`config.mk`:
```
export PLATFORM = sky130hd
export DESIGN_NAME = dpsk8_codec
export DESIGN_NICKNAME = d
export VERILOG_FILES = /design/src/rtl/dpsk8_pkg.sv /design/src/rtl/dpsk8_rst_sync.sv /design/src/rtl/dpsk8_grouper.sv /design/src/rtl/dpsk8_phase_acc.sv /design/src/rtl/dpsk8_diff_dec.sv /design/src/rtl/dpsk8_serializer.sv /design/src/rtl/dpsk8_codec.sv
export SDC_FILE = /design/constraint.sdc
export NUM_CORES = 1
export LEC_CHECK = 0
export BUFFER_PORTS_ARGS = -buffer_cell sky130_fd_sc_hd__buf_2
export CAP_MARGIN = 20
export CORE_MARGIN = 2
export CORE_UTILIZATION = 52
export DETAILED_ROUTE_END_ITERATION = 6
export PLACE_DENSITY = 0.76
export SYNTH_ARGS = -nofsm -noshare
export SYNTH_HDL_FRONTEND = slang
export SYNTH_SLANG_ARGS = --single-unit
```
`constraint.sdc`:
```
create_clock -name clk -period 0.9 [get_ports clk]
set_clock_uncertainty 0.05 [all_clocks]
set_input_delay 0.135 -clock clk [delete_from_list [all_inputs] [get_ports clk]]
set_output_delay 0.135 -clock clk [all_outputs]
set_load 0.05 [all_outputs]
```
`src/rtl/dpsk8_pkg.sv`:
```
package dpsk8_pkg;
  localparam int PH_W = 3;
  localparam int GRP_W = 3;
  typedef logic [PH_W-1:0] phase_t;
  typedef logic [GRP_W-1:0] group_t;
  localparam group_t GRP_IDLE = 3'b001;
  localparam phase_t PH_HALF = 3'd4;

  function automatic phase_t group_to_step(input group_t g);
    phase_t s;
    case (g)
      3'b001: s = 3'd0;
      3'b000: s = 3'd1;
      3'b010: s = 3'd2;
      3'b011: s = 3'd3;
      3'b111: s = 3'd4;
      3'b110: s = 3'd5;
      3'b100: s = 3'd6;
      default: s = 3'd7;
    endcase
    return s;
  endfunction

  function automatic group_t step_to_group(input phase_t s);
    group_t g;
    case (s)
      3'd0: g = 3'b001;
      3'd1: g = 3'b000;
      3'd2: g = 3'b010;
      3'd3: g = 3'b011;
      3'd4: g = 3'b111;
      3'd5: g = 3'b110;
      3'd6: g = 3'b100;
      default: g = 3'b101;
    endcase
    return g;
  endfunction
endpackage

```
`src/rtl/dpsk8_rst_sync.sv`:
```
module dpsk8_rst_sync #(
  parameter int STAGES = 2
) (
  input  logic clk,
  input  logic rst_n,
  output logic rst_n_s
);
  logic [STAGES-1:0] sync_q;

  always_ff @(posedge clk or negedge rst_n) begin
    if (!rst_n) sync_q <= '0;
    else        sync_q <= {sync_q[STAGES-2:0], 1'b1};
  end

  assign rst_n_s = sync_q[STAGES-1];
endmodule

```
`src/rtl/dpsk8_grouper.sv`:
```
module dpsk8_grouper
  import dpsk8_pkg::*;
(
  input  logic   clk,
  input  logic   rst_n,
  input  logic   bit_in,
  input  logic   bit_en,
  output group_t group_q
);
  localparam int CNT_W = $clog2(GRP_W);

  logic [CNT_W-1:0] cnt_q, cnt_d;
  logic [GRP_W-2:0] part_q, part_d;
  group_t           group_d;

  always_comb begin
    cnt_d   = cnt_q;
    part_d  = part_q;
    group_d = group_q;
    if (bit_en) begin
      if (cnt_q == CNT_W'(GRP_W - 1)) begin
        group_d = {part_q, bit_in};
        cnt_d   = '0;
      end else begin
        part_d = {part_q[GRP_W-3:0], bit_in};
        cnt_d  = cnt_q + 1'b1;
      end
    end
  end

  always_ff @(posedge clk or negedge rst_n) begin
    if (!rst_n) begin
      cnt_q   <= '0;
      part_q  <= '0;
      group_q <= GRP_IDLE;
    end else begin
      cnt_q   <= cnt_d;
      part_q  <= part_d;
      group_q <= group_d;
    end
  end
endmodule

```
`src/rtl/dpsk8_phase_acc.sv`:
```
module dpsk8_phase_acc
  import dpsk8_pkg::*;
(
  input  logic   clk,
  input  logic   rst_n,
  input  logic   sym_en,
  input  logic   train,
  input  group_t group_in,
  output phase_t phase_q
);
  phase_t inc, phase_d;

  always_comb begin
    inc     = train ? PH_HALF : group_to_step(group_in);
    phase_d = phase_q;
    if (sym_en) phase_d = phase_q + inc;
  end

  always_ff @(posedge clk or negedge rst_n) begin
    if (!rst_n) phase_q <= '0;
    else        phase_q <= phase_d;
  end
endmodule

```
`src/rtl/dpsk8_diff_dec.sv`:
```
module dpsk8_diff_dec
  import dpsk8_pkg::*;
(
  input  logic   clk,
  input  logic   rst_n,
  input  phase_t phase_in,
  input  logic   sym_en,
  output group_t group_q,
  output logic   valid_q
);
  phase_t prev_q, prev_d;
  group_t group_d;
  logic   valid_d;

  always_comb begin
    prev_d  = prev_q;
    group_d = group_q;
    valid_d = 1'b0;
    if (sym_en) begin
      group_d = step_to_group(phase_in - prev_q);
      prev_d  = phase_in;
      valid_d = 1'b1;
    end
  end

  always_ff @(posedge clk or negedge rst_n) begin
    if (!rst_n) begin
      prev_q  <= '0;
      group_q <= '0;
      valid_q <= 1'b0;
    end else begin
      prev_q  <= prev_d;
      group_q <= group_d;
      valid_q <= valid_d;
    end
  end
endmodule

```
`src/rtl/dpsk8_serializer.sv`:
```
module dpsk8_serializer
  import dpsk8_pkg::*;
(
  input  logic   clk,
  input  logic   rst_n,
  input  group_t load_val,
  input  logic   load_en,
  input  logic   shift_en,
  output logic   bit_q,
  output logic   bit_valid_q
);
  group_t sh_q, sh_d;
  logic   bit_d, bit_valid_d;

  always_comb begin
    sh_d        = sh_q;
    bit_d       = bit_q;
    bit_valid_d = 1'b0;
    if (load_en) begin
      sh_d = load_val;
    end else if (shift_en) begin
      bit_d       = sh_q[GRP_W-1];
      sh_d        = {sh_q[GRP_W-2:0], 1'b0};
      bit_valid_d = 1'b1;
    end
  end

  always_ff @(posedge clk or negedge rst_n) begin
    if (!rst_n) begin
      sh_q        <= '0;
      bit_q       <= 1'b0;
      bit_valid_q <= 1'b0;
    end else begin
      sh_q        <= sh_d;
      bit_q       <= bit_d;
      bit_valid_q <= bit_valid_d;
    end
  end
endmodule

```
`src/rtl/dpsk8_codec.sv`:
```
module dpsk8_codec
  import dpsk8_pkg::*;
(
  input  logic       clk,
  input  logic       rst_n,
  input  logic       tx_bit,
  input  logic       tx_bit_en,
  input  logic       tx_sym_en,
  input  logic       train_en,
  output logic [2:0] tx_phase,
  input  logic [2:0] rx_phase,
  input  logic       rx_sym_en,
  input  logic       rx_bit_en,
  output logic [2:0] rx_tribit,
  output logic       rx_tribit_valid,
  output logic       rx_bit,
  output logic       rx_bit_valid
);
  logic   rst_n_s;
  group_t tx_group;

  dpsk8_rst_sync #(.STAGES(2)) u_rst (
    .clk(clk), .rst_n(rst_n), .rst_n_s(rst_n_s)
  );

  dpsk8_grouper u_grp (
    .clk(clk), .rst_n(rst_n_s), .bit_in(tx_bit), .bit_en(tx_bit_en),
    .group_q(tx_group)
  );

  dpsk8_phase_acc u_acc (
    .clk(clk), .rst_n(rst_n_s), .sym_en(tx_sym_en), .train(train_en),
    .group_in(tx_group), .phase_q(tx_phase)
  );

  dpsk8_diff_dec u_dec (
    .clk(clk), .rst_n(rst_n_s), .phase_in(rx_phase), .sym_en(rx_sym_en),
    .group_q(rx_tribit), .valid_q(rx_tribit_valid)
  );

  dpsk8_serializer u_ser (
    .clk(clk), .rst_n(rst_n_s), .load_val(rx_tribit),
    .load_en(rx_tribit_valid), .shift_en(rx_bit_en),
    .bit_q(rx_bit), .bit_valid_q(rx_bit_valid)
  );
endmodule

```
; ---- Word level (Yosys, flattened, before mapping)
; Cells that the tools add are included.
; Widths: inputs -> output; s select.
[word_totals]
in_bits = 11
word_cells = 44
register_bits = 24
out_inout_bits = 9
[classes]
n_reduce_logical = 6
n_bitwise = 2
n_eq_ne = 13
n_mux = 9
add_sub_neg = 3
[op_table]
columns = operator, count
row1 = $pmux 3 s7, 2
row2 = $eq 3x3->1 const B, 6
row3 = $eq 3x2->1 const B, 4
row4 = $mux 3, 3
row5 = $eq 3x1->1 const B, 2
row6 = $logic_not 3->1, 2
row7 = $reduce_and 2->1, 3
row8 = $add 3x3->3, 1
row9 = $mux 1, 3
row10 = $sub 3x3->3, 1
row11 = $add 2x1->2 const B, 1
row12 = $eq 2x2->1 const B, 1
row13 = $mux 2, 1
row14 = $not 1->1, 2
row15 = $reduce_bool 2->1, 1

; ---- Depth between registers and ports, before layout
[depth]
ltp_word = 4
mapped_depth = 9
ltp_nobuf = 9

; ---- By module
; From an unflattened synthesis, not the netlist that was laid out.
[hier_totals]
hier_cells = 78
area_unflattened_um2 = 1071.0
[modules_own_cells]
columns = mod, cells_per_inst, n_inst, area_each_um2, seq_area_each_um2
row1 = dpsk8_diff_dec, 23, 1, 342.8, 175.2
row2 = dpsk8_grouper, 20, 1, 279.0, 176.4
row3 = dpsk8_serializer, 15, 1, 205.2, 125.1
row4 = dpsk8_phase_acc, 17, 1, 190.2, 75.1
row5 = dpsk8_rst_sync, 3, 1, 53.8, 50.0

; ---- Worst setup path before layout
; OpenSTA, ideal clock, no wires.
[synth_path]
path_kind = flip-flop to flip-flop
startpoint = register u_grp.group_q[2]
endpoint = register u_acc.phase_q[2]
path_stages_with_launch = 10
setup_time_ns = 0.140
required_ns = 0.710
setup_slack_ns = -0.995
arrival_ns = 1.705
period_less_slack_ns = 1.895
cell_sequence = dfrtp_1 -> xor2_1 -> xor2_1 -> nor2_1 -> ha_1 -> inv_1 -> fa_1 -> o21a_1 -> o21ai_0 -> xnor2_1
[synth_via]
elab_chain_len = 4
elab_cells_between_ends = 10
cone_classes = 1 x add/sub / 6 x eq/ne / 2 x mux / 1 x reduce/logical
[synth_lines]
columns = element, line
row1 = from (decl), dpsk8_grouper.sv:8  ; output group_t group_q
row2 = from (signal assigned), dpsk8_grouper.sv:39  ; group_q <= group_d;
row3 = $eq 3x3->1 (tied with other cells), dpsk8_pkg.sv:11  ; case (g)
row4 = $pmux 3 s7 (*), dpsk8_pkg.sv:11
row5 = $mux 3 (*), dpsk8_phase_acc.sv:14  ; inc = train ? PH_HALF : group_to_step(group_in);
row6 = $add 3x3->3 (*), dpsk8_phase_acc.sv:16  ; if (sym_en) phase_d = phase_q + inc;
row7 = to (signal assigned), dpsk8_phase_acc.sv:21  ; else phase_q <= phase_d;
row8 = to (decl), dpsk8_phase_acc.sv:9  ; output phase_t phase_q
; Mark *: on every way between the ends. The rest lies on a longest branch, timed or not.
; A chain may end at the register's enable or synchronous reset.

; ---- Worst setup path after layout
[layout_path]
startpoint = register u_grp.group_q[1]
endpoint = register u_acc.phase_q[2]
; The elaborated chain is that of the path after synthesis.

==> key figures <==
Outcome
  • Status: finished, violations left
  • Violated checks: negative setup slack

Power
  • Total Power: 4.81 mW
  • Maximum VDD drop: 1.90 mV
  • Pleak: 0.778 nW
  • Power Dens Cells: 2930 mW/mm²

Setup path
  • FF-to-FF setup slack: -1.06 ns
  • CP Class: register to register
  • R2r startpoint: u_grp.group_q[1]
  • Buffers plus inverters on the worst setup path: 1
  • Worst r2r dst: u_acc.phase_q[2]
  • Cell chain of the critical path: xor2_2, xor2_1, nor2_1, ha_1, inv_1, fa_2, o21a_1, o21ai_2, xnor2_1
  • Critical path launch point type: register
  • CP max FO: 2
  • Req. time, crit path: 1.10 ns
  • Largest stage delay, worst path: 0.44 ns
  • Worst reg-to-reg path cell count: 9
  • Critical path capture point type: register
  • Worst path top cell family by delay: adder cells
  • Slowest cell on the critical path: dfrtp_1
  • Worst EP arrival: 2.15 ns

Yosys
  • Mean Syn Cell Area: 12.8 µm²
  • Synth top area share: 0.550
  • Area leader, netlist: dfrtp_1
  • Synth cell types: 24
  • Ys flop type: dfrtp_1
  • Most frequent cell after synthesis: dfrtp_1
  • Top post-synthesis cells by area: dfrtp_1, mux2_2, xnor2_1
  • Post-synth top cells: dfrtp_1, mux2_2, inv_1, o21ai_0
  • YS warnings: 0
  • Syn_nets: 97
  • Post-synthesis cell area: 0.00105 mm²
  • Number of synthesized flops with an enable pin: 0
  • Seq/Total Area, Yosys: 0.575
  • Yosys reg bits: 24
  • Post-Syn Instances: 82
  • FFs w/ async S/R, synth: 1.00

Worst hold path
  • Hold path endpoint: u_grp.cnt_q[1]
  • Worst hold path class: primary input to register
  • Worst Hold Launch: tx_bit_en
  • Cell depth of the worst min-delay path: 2

Detailed routing
  • DRC violation count after routing: 0
  • Drt pass-1 iters: 2
  • Via count: 797
  • Initial DRC count: 9
  • Drt total wl: 2580 µm
  • ANT nets after route: 0
  • Avg WL per Cell: 16.0 µm
  • DR vias/cell: 4.95

Global routing
  • First-pass GRT wire length: 3630 µm
  • Largest net degree at the start of global routing: 18
  • Initial antenna violation count: 0
  • Vias in the first global route: 829
  • Grt ovf: 0
  • Total global-route track usage: 0.205

Clocking
  • H-tree depth: 1
  • TritonCTS clock tree: built
  • Sink Count: 24
  • Clk slew on worst S/H paths: 0.14 ns
  • Root buffer cell: clkbuf_4
  • TritonCTS buffer count: 3
  • Clk_lat worst skew: 0.32 ns
  • Clock Tree Buf Depth: 2

STA
  • FMAX: 511 MHz
  • Setup-failing EPs final: 27
  • Final critical-path setup slack: -1.06 ns
  • Final Max Tran Viols: 0
  • Final hold vios: 0
  • Final worst path period share: 2.17
  • Minimum clock period: 1.96 ns
  • RSZ-0062 raised after global routing: true
  • Fin Hold WS: 0.0268 ns

Final layout
  • Finished Layout Cells: 161
  • Post-route cell area: 0.00164 mm²
  • Layout area overhead: 56.9%
  • Share of cells above drive strength 1: 0.612
  • Final Util: 0.855
  • Final net count: 150
  • Antenna Cells: 0
  • Fillers: 96
  • Area of the multi-input gates: 508 µm²
  • FF+latch area: 607 µm²

Place
  • Dpl hpwl: 1320 µm
  • Placer Congestion: 0.726
  • DP Area: 0.00130 mm²
  • DP Cell Count: 141
  • IO Port Bufs: 19

Floorplan
  • Initial Util: 0.545
  • IO Count: 20
  • Core ar.: 0.00192 mm²
  • Die width: 48.9 µm
  • Die Ht: 48.9 µm
  • Die Area: 0.00239 mm²
  • Rows: 16

Run
  • Maxcap violations: 0
## cell families after synthesis
| family | Yosys count | synth area share |
|---|---|---|
| adders and majority gates | 4 | 0.0621 |
| and+or+nand+nor | 14 | 0.0609 |
| DFF | 24 | 0.575 |
| buffers and inverters | 7 | 0.0263 |
| xor gates and xnor gates | 8 | 0.0741 |
| other | 1 | 0.00358 |
| AOI/OAI and AO/OA | 11 | 0.0585 |
| muxes | 13 | 0.140 |
## area by class of cell
cell class                      instances  area share
Multi-Input combinational cell         51       0.309
Sequential cell                        24       0.369
Clock buffer                            4      0.0221
Timing Repair Buffer                   49       0.265
Inverter                                6      0.0137
Tap cell                               27      0.0206
## flip-flops by register name (all words and copies together), names as in the netlist
signal             count
u_acc.phase_q          3
u_grp.cnt_q            2
u_ser.sh_q             3
u_grp.part_q           2
u_ser.bit_q            1
u_grp.group_q          3
u_rst.sync_q           2
u_dec.group_q          3
u_ser.bit_valid_q      1
u_dec.valid_q          1
u_dec.prev_q           3
## how the worst max path moves through the flow
stage,startpoint,depth (start not counted),to,slack [ns]
after floorplan,u_grp.group_q[2],9,u_acc.phase_q[2],-0.94
after global placement,u_grp.group_q[1],9,u_acc.phase_q[2],-0.92
after detailed placement,u_grp.group_q[1],9,u_acc.phase_q[2],-1.02
after CTS,u_grp.group_q[1],9,u_acc.phase_q[2],-1.04
after global routing,u_grp.group_q[1],9,u_acc.phase_q[2],-1.15
final,u_grp.group_q[1],9,u_acc.phase_q[2],-1.06
## worst register-to-register path, delay by kind of cell (launching register included)
| kind | cells | cell delay [ns] |
|---|---|---|
| AO/OA/AOI/OAI | 2 | 0.25 |
| adder cells (fa/ha/maj) | 2 | 0.53 |
| buffers and inverters | 1 | 0.06 |
| flip-flops | 1 | 0.44 |
| XOR/XNOR | 3 | 0.47 |
| AND/OR/NAND/NOR | 1 | 0.09 |
## power by group
part	switching [mW]	internal [mW]	total [mW]
Combinational	1.26	1.31	2.57
Clock	0.328	0.247	0.575
Sequential	0.250	1.41	1.66
## placed cells by master (no fill, tap or decap), types with 2 or more instances in the layout
cell type and n:
a21oi_1 3, buf_2 10, buf_4 16, buf_6 16, buf_8 3, clkbuf_4 3
dfrtp_1 19, dfrtp_2 4, dlygate4sd3_1 4, fa_2 2, inv_1 4, inv_2 2
mux2_2 6, mux2_4 4, mux2i_1 3, nand2_2 3, nor2_1 4, o21ai_1 3
xnor2_1 3, xnor2_2 3
## stage by stage
| step | worst slack, ns | TNS [ns] |
|---|---|---|
| 2_1_floorplan | -0.942 | -5.29 |
| 3_3_place_gp | -0.920 | -5.50 |
| 3_5_place_dp | -1.02 | -5.94 |
| 4_1_cts | -1.04 | -8.35 |
| 5_1_grt | -1.15 | -9.87 |
| 6_report | -1.06 | -8.79 |
## per-layer routing
| metal | share of wire | wire (µm) | vias to the layer above | GRT usage |
|---|---|---|---|---|
| met5 | 0 | 0 | - | 0 |
| met4 | 0.028 | 71 | 0 | 0.0857 |
| met3 | 0.026 | 66 | 8 | 0.0337 |
| met2 | 0.58 | 1490 | 20 | 0.393 |
| met1 | 0.37 | 955 | 392 | 0.220 |
| li1 | - | - | 377 | - |
## timing repair
action,4_1_cts,5_1_grt
pin swaps,3,2
setup buffers,10,4
hold endpoints to repair,6,0
resized for setup,39,13
endpoints found under the setup margin,23,28
hold buffers,4,0
Note: power is estimated with default switching activity, not from simulation.
